`config.mk`:
```
export PLATFORM = sky130hd
export DESIGN_NAME = dc_block_hpf
export DESIGN_NICKNAME = d
export VERILOG_FILES = /design/src/rtl/dc_hpf_pkg.sv /design/src/rtl/hpf_chan_state.sv /design/src/rtl/hpf_recur.sv /design/src/rtl/hpf_out_stage.sv /design/src/rtl/dc_block_hpf.sv
export SDC_FILE = /design/constraint.sdc
export NUM_CORES = 1
export LEC_CHECK = 0
export ABC_AREA = 1
export BUFFER_PORTS_ARGS = -buffer_cell sky130_fd_sc_hd__clkbuf_2
export CELL_PAD_IN_SITES_DETAIL_PLACEMENT = 2
export CELL_PAD_IN_SITES_GLOBAL_PLACEMENT = 2
export CORE_MARGIN = 2
export CORE_UTILIZATION = 33
export DETAILED_ROUTE_END_ITERATION = 8
export HOLD_SLACK_MARGIN = 0.12
export PLACE_DENSITY = 0.88
export SKIP_CTS_REPAIR_TIMING = 1
export SLEW_MARGIN = 20
export SYNTH_ARGS = -nofsm -noshare
export SYNTH_HDL_FRONTEND = slang
export SYNTH_SLANG_ARGS = --single-unit
```
`constraint.sdc`:
```
create_clock -name clk -period 7.1 [get_ports clk]
set_input_delay 0.71 -clock clk [delete_from_list [all_inputs] [get_ports clk]]
set_output_delay 0.71 -clock clk [all_outputs]
set_load 0.05 [all_outputs]
```
`src/rtl/dc_hpf_pkg.sv`:
```
package dc_hpf_pkg;

    // Occupancy of one pipeline slot.
    typedef enum logic {
        SLOT_IDLE = 1'b0,
        SLOT_BUSY = 1'b1
    } slot_e;

    localparam int DEF_DATA_W     = 24;
    localparam int DEF_FRAC_W     = 8;
    localparam int DEF_GUARD_W    = 2;
    localparam int DEF_POLE_SHIFT = 11;
    localparam int DEF_NUM_CH     = 2;

endpackage

```
`src/rtl/hpf_chan_state.sv`:
```
module hpf_chan_state #(
    parameter int NUM_CH = 2,
    parameter int TAG_W  = 1,
    parameter int DATA_W = 24,
    parameter int SW     = 34
) (
    input  logic                     clk,
    input  logic                     rst,
    input  logic [TAG_W-1:0]         rd_ch,
    output logic signed [DATA_W-1:0] rd_x,
    output logic signed [SW-1:0]     rd_y,
    input  logic                     wr_en,
    input  logic [TAG_W-1:0]         wr_ch,
    input  logic signed [DATA_W-1:0] wr_x,
    input  logic signed [SW-1:0]     wr_y
);

    logic signed [DATA_W-1:0] x_q [NUM_CH];
    logic signed [SW-1:0]     y_q [NUM_CH];

    for (genvar ch = 0; ch < NUM_CH; ch++) begin : g_ch
        logic hit;
        assign hit = wr_en && (wr_ch == TAG_W'(ch));

        always_ff @(posedge clk) begin
            if (rst) begin
                x_q[ch] <= '0;
                y_q[ch] <= '0;
            end else if (hit) begin
                x_q[ch] <= wr_x;
                y_q[ch] <= wr_y;
            end
        end

        // A channel not addressed by the write keeps its state.
        p_other_hold_r8: assert property (@(posedge clk) disable iff (rst)
            !(wr_en && wr_ch == TAG_W'(ch)) |=> ($stable(x_q[ch]) && $stable(y_q[ch])));
    end

    always_comb begin
        rd_x = '0;
        rd_y = '0;
        for (int i = 0; i < NUM_CH; i++) begin
            if (rd_ch == TAG_W'(i)) begin
                rd_x = x_q[i];
                rd_y = y_q[i];
            end
        end
    end

endmodule

```
`src/rtl/hpf_recur.sv`:
```
module hpf_recur #(
    parameter int DATA_W     = 24,
    parameter int FRAC_W     = 8,
    parameter int SW         = 34,
    parameter int POLE_SHIFT = 11
) (
    input  logic signed [DATA_W-1:0] x_new,
    input  logic signed [DATA_W-1:0] x_old,
    input  logic signed [SW-1:0]     y_old,
    output logic signed [SW-1:0]     y_new
);

    localparam int CW = SW + 2;

    localparam logic signed [CW-1:0] CEIL_ADD =
        {{(CW-POLE_SHIFT){1'b0}}, {POLE_SHIFT{1'b1}}};
    localparam logic signed [CW-1:0] S_MAX = {{3{1'b0}}, {(SW-1){1'b1}}};
    localparam logic signed [CW-1:0] S_MIN = {{3{1'b1}}, {(SW-1){1'b0}}};
    localparam logic signed [SW-1:0] S_MAX_N = {1'b0, {(SW-1){1'b1}}};
    localparam logic signed [SW-1:0] S_MIN_N = {1'b1, {(SW-1){1'b0}}};

    logic signed [CW-1:0] xn_ext, xo_ext, y_ext;
    logic signed [CW-1:0] diff, diff_fix, decay, sum;

    always_comb begin
        xn_ext   = {{(CW-DATA_W){x_new[DATA_W-1]}}, x_new};
        xo_ext   = {{(CW-DATA_W){x_old[DATA_W-1]}}, x_old};
        y_ext    = {{(CW-SW){y_old[SW-1]}}, y_old};
        diff     = xn_ext - xo_ext;
        diff_fix = diff <<< FRAC_W;
        // Decay rounded away from zero so the state always shrinks.
        if (y_ext[CW-1])
            decay = y_ext >>> POLE_SHIFT;
        else
            decay = (y_ext + CEIL_ADD) >>> POLE_SHIFT;
        sum = diff_fix + y_ext - decay;
        if (sum > S_MAX)
            y_new = S_MAX_N;
        else if (sum < S_MIN)
            y_new = S_MIN_N;
        else
            y_new = sum[SW-1:0];
    end

endmodule

```
`src/rtl/hpf_out_stage.sv`:
```
module hpf_out_stage
    import dc_hpf_pkg::*;
#(
    parameter int DATA_W = 24,
    parameter int FRAC_W = 8,
    parameter int SW     = 34,
    parameter int TAG_W  = 1
) (
    input  logic                     clk,
    input  logic                     rst,
    input  slot_e                    in_state,
    input  logic [TAG_W-1:0]         in_chan,
    input  logic signed [SW-1:0]     in_y,
    output logic                     out_valid,
    output logic [TAG_W-1:0]         out_chan,
    output logic signed [DATA_W-1:0] out_sample
);

    localparam int CW = SW + 2;

    localparam logic signed [CW-1:0] HALF_LSB =
        {{(CW-FRAC_W){1'b0}}, 1'b1, {(FRAC_W-1){1'b0}}};
    localparam logic signed [CW-1:0] O_MAX =
        {{(CW-DATA_W+1){1'b0}}, {(DATA_W-1){1'b1}}};
    localparam logic signed [CW-1:0] O_MIN =
        {{(CW-DATA_W+1){1'b1}}, {(DATA_W-1){1'b0}}};
    localparam logic signed [DATA_W-1:0] O_MAX_N = {1'b0, {(DATA_W-1){1'b1}}};
    localparam logic signed [DATA_W-1:0] O_MIN_N = {1'b1, {(DATA_W-1){1'b0}}};
    localparam logic signed [SW-1:0] ONE_LSB =
        {{(SW-FRAC_W-1){1'b0}}, 1'b1, {FRAC_W{1'b0}}};

    slot_e                    state_q, state_d;
    logic signed [CW-1:0]     y_ext, rounded, negated;
    logic signed [DATA_W-1:0] sat_val;

    // Slot transitions: fill when a sample arrives, drain otherwise.
    always_comb begin
        unique case (in_state)
            SLOT_BUSY: state_d = SLOT_BUSY;
            SLOT_IDLE: state_d = SLOT_IDLE;
            default:   state_d = SLOT_IDLE;
        endcase
    end

    always_ff @(posedge clk) begin
        if (rst) state_q <= SLOT_IDLE;
        else     state_q <= state_d;
    end

    always_comb begin
        y_ext   = {{(CW-SW){in_y[SW-1]}}, in_y};
        rounded = (y_ext + HALF_LSB) >>> FRAC_W;
        negated = -rounded;
        if (negated > O_MAX)
            sat_val = O_MAX_N;
        else if (negated < O_MIN)
            sat_val = O_MIN_N;
        else
            sat_val = negated[DATA_W-1:0];
    end

    always_ff @(posedge clk) begin
        if (rst) begin
            out_sample <= '0;
            out_chan   <= '0;
        end else if (in_state == SLOT_BUSY) begin
            out_sample <= sat_val;
            out_chan   <= in_chan;
        end
    end

    assign out_valid = (state_q == SLOT_BUSY);

    // A recursion value of at least one output LSB leaves as a negative sample.
    p_sign_invert_r5: assert property (@(posedge clk) disable iff (rst)
        (in_state == SLOT_BUSY && in_y >= ONE_LSB) |=> (out_valid && out_sample < 0));

endmodule

```
`src/rtl/dc_block_hpf.sv`:
```
module dc_block_hpf
    import dc_hpf_pkg::*;
#(
    parameter int DATA_W     = DEF_DATA_W,
    parameter int FRAC_W     = DEF_FRAC_W,
    parameter int GUARD_W    = DEF_GUARD_W,
    parameter int POLE_SHIFT = DEF_POLE_SHIFT,
    parameter int NUM_CH     = DEF_NUM_CH,
    localparam int TAG_W     = (NUM_CH > 1) ? $clog2(NUM_CH) : 1,
    localparam int SW        = DATA_W + GUARD_W + FRAC_W
) (
    input  logic              clk,
    input  logic              rst,
    input  logic              in_valid,
    input  logic [TAG_W-1:0]  in_chan,
    input  logic [DATA_W-1:0] in_sample,
    output logic              out_valid,
    output logic [TAG_W-1:0]  out_chan,
    output logic [DATA_W-1:0] out_sample
);

    logic signed [DATA_W-1:0] x_cur, x_prev;
    logic signed [SW-1:0]     y_prev, y_next;
    logic signed [SW-1:0]     s1_y;
    logic [TAG_W-1:0]         s1_chan;
    slot_e                    s1_state, s1_next;
    logic signed [DATA_W-1:0] out_s;

    assign x_cur = in_sample;

    hpf_chan_state #(
        .NUM_CH (NUM_CH),
        .TAG_W  (TAG_W),
        .DATA_W (DATA_W),
        .SW     (SW)
    ) u_state (
        .clk   (clk),
        .rst   (rst),
        .rd_ch (in_chan),
        .rd_x  (x_prev),
        .rd_y  (y_prev),
        .wr_en (in_valid),
        .wr_ch (in_chan),
        .wr_x  (x_cur),
        .wr_y  (y_next)
    );

    hpf_recur #(
        .DATA_W     (DATA_W),
        .FRAC_W     (FRAC_W),
        .SW         (SW),
        .POLE_SHIFT (POLE_SHIFT)
    ) u_recur (
        .x_new (x_cur),
        .x_old (x_prev),
        .y_old (y_prev),
        .y_new (y_next)
    );

    // First slot: fill on a strobe, drain otherwise.
    always_comb begin
        unique case (in_valid)
            1'b1:    s1_next = SLOT_BUSY;
            default: s1_next = SLOT_IDLE;
        endcase
    end

    always_ff @(posedge clk) begin
        if (rst) s1_state <= SLOT_IDLE;
        else     s1_state <= s1_next;
    end

    always_ff @(posedge clk) begin
        if (rst) begin
            s1_y    <= '0;
            s1_chan <= '0;
        end else if (in_valid) begin
            s1_y    <= y_next;
            s1_chan <= in_chan;
        end
    end

    hpf_out_stage #(
        .DATA_W (DATA_W),
        .FRAC_W (FRAC_W),
        .SW     (SW),
        .TAG_W  (TAG_W)
    ) u_out (
        .clk        (clk),
        .rst        (rst),
        .in_state   (s1_state),
        .in_chan    (s1_chan),
        .in_y       (s1_y),
        .out_valid  (out_valid),
        .out_chan   (out_chan),
        .out_sample (out_s)
    );

    assign out_sample = out_s;

    // Fixed two-cycle latency.
    p_valid_late_r7: assert property (@(posedge clk) disable iff (rst)
        ($past(in_valid, 2) && !$past(rst, 2)) |-> out_valid);
    p_no_spurious_r7: assert property (@(posedge clk) disable iff (rst)
        out_valid |-> $past(in_valid, 2));
    // Tag travels with its sample.
    p_chan_follow_r8: assert property (@(posedge clk) disable iff (rst)
        out_valid |-> (out_chan == $past(in_chan, 2)));
    // With no input change the stored state strictly shrinks toward zero.
    p_dc_shrink_pos_r4: assert property (@(posedge clk) disable iff (rst)
        (in_valid && x_cur == x_prev && y_prev > 0) |-> (y_next < y_prev && y_next >= 0));
    p_dc_shrink_neg_r4: assert property (@(posedge clk) disable iff (rst)
        (in_valid && x_cur == x_prev && y_prev < 0) |-> (y_next > y_prev && y_next <= 0));

endmodule

```
# Word-level counts from Yosys, hierarchy flattened
# Memories as Yosys holds them, arrays and structs flattened.
# Cells that the tools add are included.
# word_totals
regBits,62
latchBits,0
ram_bits,116
mem_bits_ro,0
in_bits,28
out_inout_bits,26
wordCells,47
mem_count,2
# op_classes
add_sub_neg,6
mul,0
div,0
order_cmp,4
n_eq_ne,0
n_shift,0
n_mux,21
bitwise_logic,6
n_reduce_logical,2
# memory_table
memory,depth,word_bits,rd,rd_ports_with_merged_regs,wr,line,rtl
u_state.y_q,2,34,2,0,2,hpf_chan_state.sv:19,logic signed [SW-1:0] y_q [NUM_CH];
u_state.x_q,2,24,2,0,2,hpf_chan_state.sv:18,logic signed [DATA_W-1:0] x_q [NUM_CH];
# ops
cell,n
34-bit two-way mux,5
24-bit two-way mux,5
"36-bit by 24-bit > comparator with 1-bit output, second input constant",1
"36-bit by 34-bit > comparator with 1-bit output, second input constant",1
"36-bit by 24-bit less-than comparator with 1-bit output, second input constant",1
"36-bit by 34-bit less-than comparator with 1-bit output, second input constant",1
36-bit two-way mux,1
27-bit negator with 36-bit output,1
36-bit subtractor,1
33-bit by 34-bit adder with 35-bit output,1
"34-bit by 12-bit adder with 35-bit output, second input constant",1
"34-bit by 9-bit adder with 35-bit output, second input constant",1
24-bit by 24-bit subtractor with 25-bit output,1
1-bit two-way mux,9
1-bit OR,4
1-bit logical AND,2
1-bit inverter,2
1-bit one-hot mux with 2 select lines,1

# Logic depth before layout (Yosys ltp)
# An unclocked memory read counts as a cell.
# logic_depth
word_depth,9
mapped_depth,43
mapped_depth_nobuf,37

# Hierarchy
# A second synthesis with hierarchy kept.
# unflattened
hier_cells,2206
area_unflattened_um2,15309.7
# by_module_without_submodules
module,n_inst,cells_each,area_each_um2,seq_area_each_um2
hpf_recur,1,1036,5911.9,0.0
hpf_chan_state,1,496,5091.1,3483.3
hpf_out_stage,1,449,2820.2,520.5
dc_block_hpf,1,225,1486.4,720.7

# Least setup slack after synthesis
# Ideal clock, no wire load.
# synth_path
path_type,input-to-reg
from,input port in_chan
to,memory u_state.y_q[1][1] (data pin)
setup_time_ns,0.266
arrival_ns,7.042
required_time_ns,6.834
slack_ns,-0.208
cell_stages,38
path_buffers,7
path_cell_list,buf_2 buf_4 buf_2 buf_2 clkbuf_1 clkbuf_1 mux2i_1 ha_1 a21oi_1 o21ai_0 a21oi_1 o21ai_0 xor2_1 ha_1 inv_1 nor3_1 nand2_1 nand3_1 (+2 left out) a21boi_0 o21ai_0 nand2_1 nand2_1 nor2_1 a21oi_1 inv_1 ha_1 inv_1 nor3_1 and3_1 nand2_1 nand2_1 xor2_1 nand2_1 buf_2 a21boi_0 nor2_1
# synth_rtl
item,line,rtl
"start, declared",dc_block_hpf.sv:15,"input logic [TAG_W-1:0] in_chan,"
"end, declared",hpf_chan_state.sv:19,

==> key figures <==
Placed design
  – DP HPWL: ~42 mm
  – Number of port buffers: 53
  – Inst Count DP: around 2.5k
  – Final GP Congestion: 0.896

Global route
  – Vias in the first global route: 15.8k
  – First-pass GRT wire length: about 89 mm
  – GRT Residual Overflow: 0
  – GRT Overall Usage: 0.259
  – Pin count of the biggest net entering global routing: 52
  – Initial antenna violation count: 1

Worst setup path
  – Critical Path Fanout Max: 17
  – CP arrival: between 7 and 8 ns
  – Setup crit end kind: flop
  – Worst path max stage delay: about 0.43 ns
  – Reg2reg end: u_state.y_q[0][30]
  – Startpoint Class: primary input
  – R2R depth: 37
  – R2r setup slk: about 0.41 ns
  – Slowest CP cell: fa_1
  – Worst path required time: 7.39 ns
  – R2R Path Start: u_state.x_q[1][1]
  – Crit path kind: primary input to flop
  – Crit path top cell by count: nand2_1

Detailed routing
  – Via Count: between 10k and 15k
  – Final wirelength: 55.9 mm
  – Via density: around 5.4
  – 1st-iter DRT viols: around 600
  – Routed length per placed instance: 21.7 um
  – DRC viols: 0
  – Drt pass-1 iters: 5
  – Post-DRT Antenna Nets: 0

Logic synthesis
  – Gate Count Post-Synth: around 1.9k
  – Top FF cell, synth: edfxtp_1
  – Post-synthesis sequential area ratio: 0.335
  – Avg Cell Area, Syn: between 7 and 8 sq um
  – Syn nets: ~2.0k
  – Async S/R FF share, synth: 0
  – Register bit total from synthesis: roughly 170
  – Cell Area, Synth: about 14000 sq um
  – EDFF count, synth: between 100 and 150
  – Ys Warns: 0
  – Synth cell types: 55

Layout
  – Layout Area Growth over Synthesis: 17.1%
  – Most common cell after layout, fill and taps aside: nand2_1
  – Non-Filler Instances: 2579
  – # diodes: 0
  – Final nets: between 2k and 2.5k
  – Most frequent cells in the layout: nand2_1 (398), nor2_1 (269), inv_1 (253), a21oi_1 (123), edfxtp_1 (116)
  – Layout cell share with drive strength beyond 1: 0.154
  – Final Util: 0.392

Floorplan
  – Die footprint: ~43000 sq um
  – Die Ht: between 200 and 250 um
  – I/O Pins: 54
  – Initial Util: 0.335
  – Chip width: approximately 210 um
  – Row cnt: 74
  – Core area: around 40000 sq um

Worst hold path
  – Hold path depth: 2
  – Tightest Hold Check Type: flop to flop
  – Hold wc startpoint: u_out.out_sample[23]
  – Min-Delay Endpoint: u_out.out_sample[23]

Timing
  – Final Setup Violations: 0
  – Final critical-path required period: between 6 and 7 ns
  – Hold_ws: 0.485 ns
  – F_max: around 0.15 GHz
  – Final period util: 0.949
  – Slew margin rel.: 0.396
  – Setup tns final: 0 ns
  – Pins Over Slew Limit: 0
  – Skew final: between 0.015 and 0.02 ns
  – Hold Vio Cnt, Final: 0
  – Worst-Margin Slew: roughly 0.9 ns

Clock tree
  – CTS max path bufs: 2
  – H-tree depth: 4
  – Inserted Clock Buffers: 17
  – Root Driver: clkbuf_16
  – Worst skew pair latency: around 0.47 ns
  – CTS sink cnt: 171
  – CTS tree: built
  – Clock Pin Slew Worst Setup and Hold Paths: approximately 0.060 ns

Run
  – Max-cap violations: 0

Run status
  – Status: finished clean
==> registers in the layout, summed over array words and instances, names as in the netlist <==
name / count
u_out.out_sample: 24
u_out.out_valid: 1
u_state.y_q: 68
u_state.x_q: 48
s1_y: 27
s1_state: 1
s1_chan: 1
u_out.out_chan: 1
==> cells in the mapped netlist (3+ instances only) <==
library cell / number / area share
a211oi_1: 4 / 0.0022
a21boi_0: 6 / 0.0033
a21o_1: 5 / 0.0027
a21oi_1: 127 / 0.046
a21oi_2: 8 / 0.0051
a31oi_1: 8 / 0.0037
buf_1: 5 / 0.0014
buf_2: 10 / 0.0037
buf_4: 3 / 0.0016
clkbuf_1: 25 / 0.0069
dfxtp_1: 55 / 0.080
edfxtp_1: 116 / 0.25
fa_1: 3 / 0.0044
ha_1: 90 / 0.082
inv_1: 253 / 0.069
inv_2: 4 / 0.0011
mux2i_1: 22 / 0.016
nand2_1: 402 / 0.11
nand2_2: 15 / 0.0069
nand2_4: 3 / 0.0025
nand3_1: 66 / 0.024
nand3_2: 3 / 0.0022
nand4_1: 18 / 0.0082
nor2_1: 270 / 0.074
nor2_2: 9 / 0.0041
nor2_4: 8 / 0.0066
nor3_1: 18 / 0.0066
nor4_1: 9 / 0.0041
o21ai_0: 124 / 0.045
o21ai_1: 4 / 0.0015
o21bai_1: 29 / 0.016
o221ai_1: 3 / 0.0019
or2_2: 31 / 0.014
xnor2_1: 39 / 0.025
xor2_1: 69 / 0.044
==> through the flow <==
step | worst slack (ns) | area, sq um
finish | 0.364 | 16000
global route | -0.0502 | 16000
CTS | 0.0209 | 15900
detailed placement | -0.391 | 15300
global placement | 0.129 | 15300
floorplan | 0.0191 | 13700
==> layer usage <==
metal,GRT usage,vias to the layer above,part of all wire
li1,-,6450,-
met3,0.0357,125,0.031
met4,0.0920,2,0.031
met2,0.484,269,0.52
met1,0.300,6979,0.42
met5,0,-,0.00018
==> final cells by class <==
class / instances / area (sq um)
fill: 4817 / 24900
multi-input combinational: 1417 / 8070
sequential: 171 / 4580
timing repair buffer: 169 / 1190
inverter: 258 / 968
tap: 532 / 666
clock buffer: 17 / 425
clock inverter: 15 / 141
==> worst max path at each step <==
| stage | start | end | depth (start not counted) |
|---|---|---|---|
| 4_1_cts | in_chan | u_state.y_q[0][30] | 36 |
| 6_report | in_chan | u_state.y_q[0][30] | 39 |
| 3_3_place_gp | in_chan | s1_y[29] | 37 |
| 5_1_grt | in_chan | u_state.y_q[0][30] | 40 |
| 3_5_place_dp | in_chan | u_state.y_q[0][1] | 34 |
| 2_1_floorplan | in_chan | u_state.y_q[1][1] | 38 |
==> critical path, delay by kind of cell <==
family / cells / cell delay [ns]
fa+ha+maj: 3 / 1.13
buf+inv: 10 / 1.12
simple gates: 16 / 2.18
compound gates: 7 / 1.24
xor+xnor: 3 / 0.61
==> cells by family (layout without fill, tap and decap cells) <==
group,Yosys count,count (layout),share of synthesized area
buffers and inverters,302,459,0.0850
and+or+nand+nor,863,863,0.272
DFF,171,171,0.335
AOI/OAI and AO/OA,331,331,0.137
adders and majority gates,93,93,0.0866
xor gates and xnor gates,108,108,0.0691
muxes,22,22,0.0161
Power is not shown: default switching activity piles up to over one toggle a cycle in this logic, so the estimate is an artifact.
